File: config.mk
export PLATFORM = sky130hd
export DESIGN_NAME = resv_monitor
export DESIGN_NICKNAME = d
export VERILOG_FILES = /design/src/rtl/resv_pkg.sv /design/src/rtl/resv_table.sv /design/src/rtl/resv_pick.sv /design/src/rtl/resv_progress.sv /design/src/rtl/resv_monitor.sv
export SDC_FILE = /design/constraint.sdc
export NUM_CORES = 1
export LEC_CHECK = 0
export BUFFER_PORTS_ARGS = -buffer_cell sky130_fd_sc_hd__clkbuf_2
export CAP_MARGIN = 20
export CORE_MARGIN = 1
export CORE_UTILIZATION = 50
export CTS_CLUSTER_SIZE = 40
export DETAILED_ROUTE_END_ITERATION = 10
export PLACE_DENSITY = 0.69
export SETUP_SLACK_MARGIN = 0.2
export SYNTH_ARGS = -nofsm -noshare
export SYNTH_HDL_FRONTEND = slang
export SYNTH_HIERARCHICAL = 1
export SYNTH_SLANG_ARGS = --single-unit
File: constraint.sdc
create_clock -name clk -period 17.5 [get_ports clk]
set_input_delay 0.875 -clock clk [delete_from_list [all_inputs] [get_ports clk]]
set_output_delay 0.875 -clock clk [all_outputs]
set_load 0.01 [all_outputs]
File: src/rtl/resv_pkg.sv
package resv_pkg;

  typedef enum logic [1:0] {
    OP_NONE   = 2'b00,
    OP_LINK   = 2'b01,
    OP_COMMIT = 2'b10,
    OP_CLEAR  = 2'b11
  } resv_op_e;

endpackage

File: src/rtl/resv_table.sv
module resv_table #(
  parameter int unsigned LINES = 4,
  parameter int unsigned AW    = 26,
  localparam int unsigned IW   = (LINES > 1) ? $clog2(LINES) : 1
) (
  input  logic                      clk,
  input  logic                      rst_n,
  input  logic                      clr_all,
  input  logic                      add_en,
  input  logic [AW-1:0]             add_line,
  input  logic                      lock_en,
  input  logic [IW-1:0]             lock_idx,
  input  logic [AW-1:0]             snp_line,
  output logic [LINES-1:0]          cand,
  output logic [LINES-1:0][AW-1:0]  lines,
  output logic                      add_match,
  output logic                      full,
  output logic                      empty,
  output logic                      snp_hit
);

  logic [LINES-1:0]         val_q, val_d;
  logic [LINES-1:0]         lk_q, lk_d;
  logic [LINES-1:0][AW-1:0] line_q;
  logic [LINES-1:0]         hit_add, hit_snp, we;
  logic [IW-1:0]            free_idx;
  logic                     add_ok;
  logic                     dup_seen;

  for (genvar g = 0; g < LINES; g++) begin : g_ent
    assign hit_add[g] = val_q[g] && (line_q[g] == add_line);
    assign hit_snp[g] = val_q[g] && !lk_q[g] && (line_q[g] == snp_line);
    assign we[g]      = add_ok && (free_idx == IW'(g));
  end

  assign add_match = |hit_add;
  assign snp_hit   = |hit_snp;
  assign full      = &val_q;
  assign empty     = ~|val_q;
  assign add_ok    = add_en && !add_match && !full && !clr_all;
  assign cand      = val_q & ~lk_q;
  assign lines     = line_q;

  // lowest free slot
  always_comb begin
    free_idx = '0;
    for (int i = LINES - 1; i >= 0; i--) begin
      if (!val_q[i]) free_idx = IW'(i);
    end
  end

  always_comb begin
    val_d = val_q;
    lk_d  = lk_q;
    if (clr_all) begin
      val_d = '0;
      lk_d  = '0;
    end else begin
      val_d = val_q | we;
      if (lock_en) lk_d[lock_idx] = 1'b1;
    end
  end

  always_ff @(posedge clk or negedge rst_n) begin
    if (!rst_n) begin
      val_q <= '0;
      lk_q  <= '0;
    end else begin
      val_q <= val_d;
      lk_q  <= lk_d;
    end
  end

  // address storage: written only through its slot enable
  always_ff @(posedge clk) begin
    for (int i = 0; i < LINES; i++) begin
      if (we[i]) line_q[i] <= add_line;
    end
  end

  always_comb begin
    dup_seen = 1'b0;
    for (int i = 0; i < LINES; i++) begin
      for (int j = i + 1; j < LINES; j++) begin
        if (val_q[i] && val_q[j] && (line_q[i] == line_q[j])) dup_seen = 1'b1;
      end
    end
  end

  AST_NO_DUP_LINES: assert property (@(posedge clk) disable iff (!rst_n) !dup_seen);
  AST_FULL_HOLDS: assert property (@(posedge clk) disable iff (!rst_n) (add_en && full && !add_match && !clr_all) |=> (val_q == $past(val_q)));
  AST_LOCK_ON_VALID: assert property (@(posedge clk) disable iff (!rst_n) ((lk_q & ~val_q) == '0));

endmodule

File: src/rtl/resv_pick.sv
module resv_pick #(
  parameter int unsigned LINES = 4,
  parameter int unsigned AW    = 26,
  localparam int unsigned IW   = (LINES > 1) ? $clog2(LINES) : 1
) (
  input  logic [LINES-1:0]         cand,
  input  logic [LINES-1:0][AW-1:0] lines,
  output logic                     any,
  output logic [IW-1:0]            idx,
  output logic [AW-1:0]            line
);

  // selection of the smallest candidate line: one pass per lock step
  always_comb begin
    any  = 1'b0;
    idx  = '0;
    line = '0;
    for (int i = 0; i < LINES; i++) begin
      if (cand[i] && (!any || (lines[i] < line))) begin
        any  = 1'b1;
        idx  = IW'(i);
        line = lines[i];
      end
    end
  end

endmodule

File: src/rtl/resv_progress.sv
module resv_progress #(
  parameter int unsigned FAIL_LIMIT = 3,
  localparam int unsigned CW        = $clog2(FAIL_LIMIT + 1)
) (
  input  logic clk,
  input  logic rst_n,
  input  logic result_en,
  input  logic result_ok,
  output logic escalate
);

  logic [CW-1:0] cnt_q, cnt_d;

  always_comb begin
    cnt_d = cnt_q;
    if (result_en) begin
      if (result_ok)                       cnt_d = '0;
      else if (cnt_q != CW'(FAIL_LIMIT))   cnt_d = cnt_q + 1'b1;
    end
  end

  always_ff @(posedge clk or negedge rst_n) begin
    if (!rst_n)         cnt_q <= '0;
    else if (result_en) cnt_q <= cnt_d;
  end

  assign escalate = (cnt_q >= CW'(FAIL_LIMIT));

  AST_SUCCESS_CLEARS: assert property (@(posedge clk) disable iff (!rst_n) (result_en && result_ok) |=> !escalate);
  AST_MODE_NEEDS_FAIL: assert property (@(posedge clk) disable iff (!rst_n) $rose(escalate) |-> $past(result_en && !result_ok));

endmodule

File: src/rtl/resv_monitor.sv
module resv_monitor
  import resv_pkg::*;
#(
  parameter int unsigned LINE_AW    = 26,
  parameter int unsigned MAX_LINES  = 4,
  parameter int unsigned FAIL_LIMIT = 3
) (
  input  logic               clk,
  input  logic               rst_n,
  input  logic               req_valid,
  input  logic [1:0]         req_op,
  input  logic [LINE_AW-1:0] req_line,
  input  logic               snp_valid,
  input  logic [LINE_AW-1:0] snp_line,
  output logic               lock_req,
  output logic [LINE_AW-1:0] lock_line,
  input  logic               lock_gnt,
  output logic               lock_release,
  output logic               busy,
  output logic               done,
  output logic               commit_ok,
  output logic               link_fault,
  output logic               ordered_mode
);

  localparam int unsigned IW = (MAX_LINES > 1) ? $clog2(MAX_LINES) : 1;

  // reset: asserted asynchronously, released on the clock
  logic [1:0] rst_sync_q;
  logic       rst_ni;

  always_ff @(posedge clk or negedge rst_n) begin
    if (!rst_n) rst_sync_q <= 2'b00;
    else        rst_sync_q <= {rst_sync_q[0], 1'b1};
  end
  assign rst_ni = rst_sync_q[1];

  logic busy_q, busy_d;
  logic fail_q, fail_d;
  logic done_q, done_d;
  logic ok_q, ok_d;
  logic fault_q, fault_d;
  logic rel_q, rel_d;

  resv_op_e op;
  logic     clear_req, link_req, commit_req;
  logic     escalate;
  logic     snp_hit, fail_now;

  logic [MAX_LINES-1:0]              tbl_cand;
  logic [MAX_LINES-1:0][LINE_AW-1:0] tbl_lines;
  logic                              tbl_match, tbl_full, tbl_empty, tbl_snp_hit;
  logic                              tbl_clr, tbl_lock_en;
  logic                              pick_any;
  logic [IW-1:0]                     pick_idx;
  logic [LINE_AW-1:0]                pick_line;

  assign op         = resv_op_e'(req_op);
  assign clear_req  = req_valid && (op == OP_CLEAR);
  assign link_req   = req_valid && (op == OP_LINK)   && !busy_q;
  assign commit_req = req_valid && (op == OP_COMMIT) && !busy_q;

  resv_table #(
    .LINES (MAX_LINES),
    .AW    (LINE_AW)
  ) u_table (
    .clk       (clk),
    .rst_n     (rst_ni),
    .clr_all   (tbl_clr),
    .add_en    (link_req),
    .add_line  (req_line),
    .lock_en   (tbl_lock_en),
    .lock_idx  (pick_idx),
    .snp_line  (snp_line),
    .cand      (tbl_cand),
    .lines     (tbl_lines),
    .add_match (tbl_match),
    .full      (tbl_full),
    .empty     (tbl_empty),
    .snp_hit   (tbl_snp_hit)
  );

  resv_pick #(
    .LINES (MAX_LINES),
    .AW    (LINE_AW)
  ) u_pick (
    .cand  (tbl_cand),
    .lines (tbl_lines),
    .any   (pick_any),
    .idx   (pick_idx),
    .line  (pick_line)
  );

  resv_progress #(
    .FAIL_LIMIT (FAIL_LIMIT)
  ) u_progress (
    .clk       (clk),
    .rst_n     (rst_ni),
    .result_en (done_d),
    .result_ok (ok_d),
    .escalate  (escalate)
  );

  assign tbl_lock_en = busy_q && pick_any && lock_gnt && !clear_req;
  assign snp_hit     = snp_valid && tbl_snp_hit;
  assign fail_now    = fail_q || snp_hit;

  always_comb begin
    busy_d  = busy_q;
    fail_d  = fail_now;
    done_d  = 1'b0;
    ok_d    = 1'b0;
    fault_d = 1'b0;
    rel_d   = 1'b0;
    tbl_clr = 1'b0;
    if (clear_req) begin
      busy_d  = 1'b0;
      fail_d  = 1'b0;
      rel_d   = busy_q;
      tbl_clr = 1'b1;
    end else if (busy_q) begin
      if (!pick_any) begin
        busy_d  = 1'b0;
        done_d  = 1'b1;
        ok_d    = !tbl_empty && !fail_now;
        rel_d   = 1'b1;
        fail_d  = 1'b0;
        tbl_clr = 1'b1;
      end
    end else if (link_req) begin
      if (tbl_empty)                    fail_d  = 1'b0;
      else if (!tbl_match && tbl_full)  fault_d = 1'b1;
    end else if (commit_req) begin
      if (escalate) begin
        busy_d = 1'b1;
      end else begin
        done_d  = 1'b1;
        ok_d    = !tbl_empty && !fail_now;
        fail_d  = 1'b0;
        tbl_clr = 1'b1;
      end
    end
  end

  always_ff @(posedge clk or negedge rst_ni) begin
    if (!rst_ni) begin
      busy_q  <= 1'b0;
      fail_q  <= 1'b0;
      done_q  <= 1'b0;
      ok_q    <= 1'b0;
      fault_q <= 1'b0;
      rel_q   <= 1'b0;
    end else begin
      busy_q  <= busy_d;
      fail_q  <= fail_d;
      done_q  <= done_d;
      ok_q    <= ok_d;
      fault_q <= fault_d;
      rel_q   <= rel_d;
    end
  end

  assign lock_req     = busy_q && pick_any;
  assign lock_line    = pick_line;
  assign lock_release = rel_q;
  assign busy         = busy_q;
  assign done         = done_q;
  assign commit_ok    = ok_q;
  assign link_fault   = fault_q;
  assign ordered_mode = escalate;

  AST_LOCK_HOLD: assert property (@(posedge clk) disable iff (!rst_ni) (lock_req && !lock_gnt && !clear_req) |=> (lock_req && $stable(lock_line)));
  AST_LOCK_ASCEND: assert property (@(posedge clk) disable iff (!rst_ni) (lock_req && lock_gnt && !clear_req) |=> (!lock_req || (lock_line > $past(lock_line))));
  AST_BUSY_NO_DONE: assert property (@(posedge clk) disable iff (!rst_ni) busy |-> !done);
  AST_RELEASE_ENDS_PHASE: assert property (@(posedge clk) disable iff (!rst_ni) lock_release |-> (!busy && $past(busy)));
  AST_FAULT_NO_DONE: assert property (@(posedge clk) disable iff (!rst_ni) link_fault |-> !done);
  AST_OK_WITH_DONE: assert property (@(posedge clk) disable iff (!rst_ni) commit_ok |-> done);

endmodule

==> results of run 1 <==
[cells in the mapped netlist (3+ instances only)]
cell | instances | share of area [%]
a21oi_1 | 15 | 0.77
o21ai_0 | 38 | 1.9
nand4_1 | 79 | 5.0
nor3_1 | 12 | 0.61
or3_1 | 3 | 0.19
o211ai_1 | 3 | 0.23
mux2i_1 | 52 | 5.3
o21a_1 | 3 | 0.23
nand3_1 | 39 | 2.0
edfxtp_1 | 104 | 32
inv_1 | 86 | 3.3
nand2b_1 | 8 | 0.51
ha_1 | 76 | 9.7
clkbuf_1 | 22 | 0.84
dfrtp_1 | 18 | 4.6
a21o_1 | 7 | 0.54
a31oi_1 | 6 | 0.38
xnor2_1 | 163 | 15
nor2_1 | 25 | 0.96
buf_6 | 3 | 0.34
buf_2 | 25 | 1.3
nor2b_1 | 5 | 0.32
nand2_1 | 46 | 1.8
xor2_1 | 45 | 4.0
o31ai_1 | 3 | 0.23
nor4_1 | 24 | 1.5
a211oi_1 | 6 | 0.46
o2111ai_1 | 3 | 0.27
[cell families after synthesis]
family	after synthesis
simple gates	266
mux	52
fa+ha+maj	76
flops	122
compound gates	113
xor+xnor	208
buf+inv	142
other cells	1
[registers in the layout, indices dropped and copies added, names as in the netlist]
name              cells
busy                  1
commit_ok             1
done                  1
fail_q                1
link_fault            1
lock_release          1
rst_sync_q            2
u_progress/cnt_q      2
u_table/lines       104
u_table/lk_q          4
u_table/val_q         4
[metrics by stage]
stage               instance area, sq um  std cells  power, uW  hold slack (ps)  worst slack (ps)
finish                             11000       1320       1180              223              6340
CTS                                11000       1318       1160              215              6270
global placement                   10400       1286        782              287              6930
global route                       11000       1319       1230              210              5950
detailed placement                 10400       1286        788              301              6750
floorplan                           9810        980        638              200              9200
[worst paths after layout]
check	startpoint	depth (start not counted)	endpoint
worst max-delay path	u_table/val_q[0]$_DFF_PN0_	31	lock_line[25]
worst min-delay path	rst_n	1	rst_sync_q[1]$_DFF_PN0_
worst max register to register	u_table/val_q[0]$_DFF_PN0_	32	u_table/lk_q[2]$_DFFE_PN0P_
worst min register to register	rst_sync_q[1]$_DFF_PN0_	0	u_progress/cnt_q[0]$_DFFE_PN0P_
max in group asynchronous	rst_sync_q[1]$_DFF_PN0_	0	link_fault$_DFF_PN0_
min in group clk	rst_sync_q[0]$_DFF_PN0_	0	rst_sync_q[1]$_DFF_PN0_
[layer usage]
| layer | global-route usage (%) | vias up |
|---|---|---|
| li1 | - | 3681 |
| met1 | 53.3 | 4119 |
| met2 | 59.7 | 660 |
| met3 | 9.12 | 140 |
| met4 | 17.0 | 0 |
| met5 | 0 | - |
[final cells by class]
cell class	count	area (sq um)
Fill cell	1664	7920
Multi-Input combinational cell	716	5660
Sequential cell	122	3570
Timing Repair Buffer	103	549
Clock buffer	17	425
Tap cell	260	325
Inverter	86	323
Clock inverter	15	175
Antenna cell	1	2.50
[power groups by stage]
stage	combinational, uW	clock, uW	sequential (uW)
6_report	451	375	352
3_3_place_gp	425	0	357
5_1_grt	486	387	353
4_1_cts	434	377	352
2_1_floorplan	288	0	350
3_5_place_dp	430	0	357
[worst register-to-register path, delay by kind of cell, from the launching register on]
family                     cells  cell delay, ps
and+or+nand+nor               12            3710
AOI/OAI and AO/OA             11            2920
buffers and inverters          5            1690
adders and majority gates      3             670
DFF                            1             560
muxes                          1             330
==> flow_metrics.tcl, run 1 <==
set metrics [dict create \
    worstPathRequired_ps 16620 \
    die_width_um 142 \
    grt_pass1_vias 7908 \
    synth_nets 1115 \
    cts_buffers 17 \
    core_sq_um 19000 \
    fmax_mhz 89.6 \
    slowest_delay_ps 880 \
    drc 0 \
    avgSynthCellArea_sq_um 10.0 \
    synthXorXnorAreaFrac_pct 18.6 \
    crit_buf_inv 6 \
    tightest_slew_ps 1100 \
    rows 50 \
    r2r_setup_slack_ps 7480 \
    cts_tree "yes" \
    syn_to_final_growth_pct 12.5 \
    die-area_sq_um 20200 \
    yosys.area_share.adder_pct 9.69 \
    cp-start-kind "flip-flop" \
    rsz0062_at_grt "no" \
    place_congestion 1.16 \
    ant_nets 0 \
    critPathTopFamily "simple AND/OR/NAND/NOR gates" \
    num_io_pins 92 \
    yosys.area_share.simple_pct 15.2 \
    yosys_warnings 6 \
    grt_max_degree 58 \
    totalWireLength_um 38800 \
    switching_share_pct 38.7 \
    endpoint_kind "primary output" \
    seq_power_share_pct 29.9 \
    drive_above_1_share_pct 14.8 \
    root_buffer "clkbuf_16" \
    synth_top_family_by_area "XOR/XNOR gates" \
    h-tree-depth 4 \
    drv_slew 0 \
    cts.path.max_buffers 2 \
    ys_types 73 \
    crit_fanout 57 \
    clock_skew_ps 14.2 \
    route.met2.wl_um 16800 \
    worstPathArrival_ps 10290 \
    grt_use_total_pct 39.3 \
    post_cts_buffers 0 \
    crit_type "flip-flop to primary output" \
    finalNetCount 1181 \
    tns_ps 0 \
    synth_edf_count 104 \
    hold_viol_final 0 \
    wl_met1_um 15700 \
    hold_class "primary input to async pin" \
    relSlewSlack_pct 26.6 \
    final_core_util_pct 58.2 \
    power.density_nw_per_um2 107 \
    port_buffers 91 \
    cts.sinks 122 \
    clkPwrFrac_pct 31.8 \
    synthArstFlopShare_pct 14.8 \
    p_int_uw 722 \
    final-setup-viol-count 0 \
    grt_pass1_wl_um 55100 \
    drtIter0Drc 1220 \
    hpwl_um 30100 \
    path_clk_slew_ps 60 \
    netlist_area_sq_um 9810 \
    overflow 0 \
    num_vias 8600 \
    yosys_register_bits 122 \
    netlist_instances 980 \
    synth_flop_cell "edfxtp_1" \
    cts.repair.resized 0 \
    ys_seq_area_share_pct 36.4 \
    p_leak_uw 0.00443 \
    die_height_um 142 \
    wl_met3_um 4420 \
    wl_per_cell_um 29.4 \
    mostFrequentLayoutCells "163 x xnor2_1, 104 x edfxtp_1, 91 x clkbuf_2" \
    antenna_found_initial 1 \
    final.min_clock_period_ps 11160 \
    maxCapViolCount 0 \
    drt_pass1_iterations 6 \
    status "finished clean" \
    cts_hold_buf 0 \
    final_common_cell "xnor2_1" \
    synth_compound_area_share_pct 8.39 \
    muxShareOfSynthArea_pct 5.31 \
    period_share_pct 63.8 \
    worstSkewPairLatency_ps 430 \
    via_per_inst 6.52 \
    power.switching_uw 455 \
    initial_core_util_pct 51.8 \
    vdd_drop_max_v 0.0000687 \
    critical-path-slowest-cell "or3_1" \
    p_comb_share_pct 38.3 \
    maxUsedRoutingLayer "met4" \
]
No activity file was read; power rests on OpenSTA's default activity.
==> run 2: changes to the inputs <==
--- a/config.mk
+++ b/config.mk
@@ -11,7 +11,7 @@
 export CORE_UTILIZATION = 50
 export CTS_CLUSTER_SIZE = 40
 export DETAILED_ROUTE_END_ITERATION = 10
-export PLACE_DENSITY = 0.69
+export PLACE_DENSITY = 0.72
 export SETUP_SLACK_MARGIN = 0.2
 export SYNTH_ARGS = -nofsm -noshare
 export SYNTH_HDL_FRONTEND = slang
==> constraint.sdc (replaced) <==
create_clock -name clk -period 10.05 [get_ports clk]
set_input_delay 0.5025 -clock clk [delete_from_list [all_inputs] [get_ports clk]]
set_output_delay 0.5025 -clock clk [all_outputs]
set_load 0.01 [all_outputs]
==> run 2 against run 1 <==
Net effect:
- clock skew about the same
- critical path depth fell by 1
- clock power rose by 60%
- combinational power increased by 79%
- via count is 1.3% lower
- core utilization is 0.28 points higher
- cell count up 0.61%
- worst setup slack got worse by 6200 ps
- sequential share of layout area shrank 0.15 points
- die area did not move
- clock-buffer cell count is 8 higher
- critical path type unchanged
==> flow_metrics.tcl, run 2 (synthesized netlist as in run 1, its figures left out) <==
set metrics [dict create \
    grt_max_degree 37 \
    final.min_clock_period_ps 9880 \
    whs_ps 263 \
    largest_register_ffs 104 \
    num_vias 8492 \
    via_per_inst 6.39 \
    worstPathRequired_ps 9550 \
    switching_share_pct 39.0 \
    antennaDiodeCount 0 \
    period_share_pct 98.3 \
    p_int_uw 1230 \
    overflow 0 \
    port_buffers 91 \
    wl_per_cell_um 29.7 \
    power.switching_uw 787 \
    syn_to_final_growth_pct 13.0 \
    mostFrequentLayoutCells "163 x xnor2_1, 104 x edfxtp_1, 91 x clkbuf_2" \
    fin_area_sq_um 11100 \
    status "finished clean" \
    rsz0062_at_grt "no" \
    cts_tree "yes" \
    cts_buffers 17 \
    placed_area_sq_um 10500 \
    die_width_um 142 \
    final-setup-viol-count 0 \
    p_comb_share_pct 39.9 \
    vdd_drop_max_v 0.000134 \
    grt_pass1_wl_um 55800 \
    antenna_found_initial 0 \
    endpoint_kind "primary output" \
    crit_fanout 18 \
    ant_nets 0 \
    finalNetCount 1190 \
    num_io_pins 92 \
    maxCapViolCount 0 \
    relSlewSlack_pct 29.9 \
    die_height_um 142 \
    p_leak_uw 0.00449 \
    hold_class "flip-flop to async pin" \
    tightest_slew_ps 1040 \
    power.density_nw_per_um2 182 \
    cp-start-kind "flip-flop" \
    root_buffer "clkbuf_16" \
    hpwl_um 30500 \
    final_common_cell "xnor2_1" \
    worstSkewPairLatency_ps 440 \
    path_clk_slew_ps 60 \
    critical-path-slowest-cell "o31ai_1" \
    h-tree-depth 4 \
    slowest_delay_ps 660 \
    clock_skew_ps 13.9 \
    cts.path.max_buffers 2 \
    rows 50 \
    drv_slew 0 \
    clkPwrFrac_pct 29.7 \
    totalWireLength_um 39500 \
    die-area_sq_um 20200 \
    r2r_setup_slack_ps 1040 \
    crit_buf_inv 5 \
    hold_viol_final 0 \
    fmax_mhz 101 \
    cts.sinks 122 \
    grt_pass1_vias 8091 \
    drive_above_1_share_pct 15.3 \
    worstPathArrival_ps 9380 \
    final_cells 1328 \
    tns_ps 0 \
    drtIter0Drc 1161 \
    fillers 1684 \
    crit_type "flip-flop to primary output" \
    seq_power_share_pct 30.4 \
    initial_core_util_pct 51.8 \
    drt_pass1_iterations 6 \
    regArea_sq_um 3570 \
    core_sq_um 19000 \
    multiInputGateArea_sq_um 5670 \
    place_congestion 1.17 \
    dp.cells 1291 \
    critPathTopFamily "simple AND/OR/NAND/NOR gates" \
    drc 0 \
    grt_use_total_pct 39.8 \
]
run 2: changes by cell type in the layout (fill, tap and decap cells not counted), moves of 2 or more:
cell	before	now
buf_12	0	2
buf_4	11	16
bufinv_16	3	0
clkbuf_1	0	3
clkbuf_8	0	4
clkinv_2	1	3
clkinv_4	2	0
clkinvlp_4	5	0
inv_4	0	3
inv_6	2	0
run 2: metrics by stage:
| stage | setup slack, ps | utilization [%] | total power (uW) |
|---|---|---|---|
| after global routing | 214 | 58.5 | 2110 |
| after global placement | 745 | 55.1 | 1370 |
| after floorplan | 2120 | - | 1110 |
| after detailed placement | 605 | 55.2 | 1380 |
| after CTS | 547 | 58.4 | 1990 |
| final | 172 | 58.5 | 2020 |
run 2: power by group through the flow:
stage / sequential [uW] / clock [uW] / combinational (uW)
after CTS: 608 / 605 / 773
after global routing: 615 / 623 / 868
after floorplan: 609 / 0 / 502
final: 613 / 600 / 807
after detailed placement: 618 / 0 / 762
after global placement: 619 / 0 / 751
run 2: worst paths after layout:
check | to | depth (start not counted) | startpoint
worst max register to register | u_table/lk_q[2]$_DFFE_PN0P_ | 31 | u_table/lk_q[0]$_DFFE_PN0P_
worst min-delay path | u_progress/cnt_q[0]$_DFFE_PN0P_ | 0 | rst_sync_q[1]$_DFF_PN0_
min in group clk | rst_sync_q[1]$_DFF_PN0_ | 0 | rst_sync_q[0]$_DFF_PN0_
max in group asynchronous | u_table/val_q[0]$_DFF_PN0_ | 0 | rst_sync_q[1]$_DFF_PN0_
worst min register to register | u_progress/cnt_q[0]$_DFFE_PN0P_ | 0 | rst_sync_q[1]$_DFF_PN0_
worst max-delay path | lock_line[0] | 30 | u_table/lk_q[0]$_DFFE_PN0P_
run 2: per-layer routing:
| layer | global-route usage, % | up-vias | share of wire (%) |
|---|---|---|---|
| met5 | 0 | - | 0 |
| met4 | 19.8 | 0 | 4.7 |
| met3 | 8.65 | 102 | 10 |
| met2 | 59.5 | 592 | 43 |
| met1 | 54.4 | 4094 | 42 |
| li1 | - | 3704 | - |
run 2: what timing repair did:
item / CTS / global route
setup endpoints to repair: 18 / 26
pin swaps: 1 / 0
hold buffers: 1 / 0
resized for setup: 0 / 1
endpoints found under the hold margin: 2 / 0
setup buffers: 3 / 0
cloned: 0 / 1
run 2: area by class of cell:
class	instances	share of cell area (%)
repair buffers	111	5.74
clock inverters	7	0.339
clock buffers	25	4.66
well taps	260	2.93
flip-flops and latches	122	32.2
inverters	86	2.91
multi-input cells	717	51.2
run 2: worst register-to-register path: cells and delay by family (launching register included):
kind                       cells  cell delay, ps
muxes                          1             260
DFF                            1             490
AOI/OAI and AO/OA             10            3010
adders and majority gates      3             880
buffers and inverters          4             900
and+or+nand+nor               13            3350
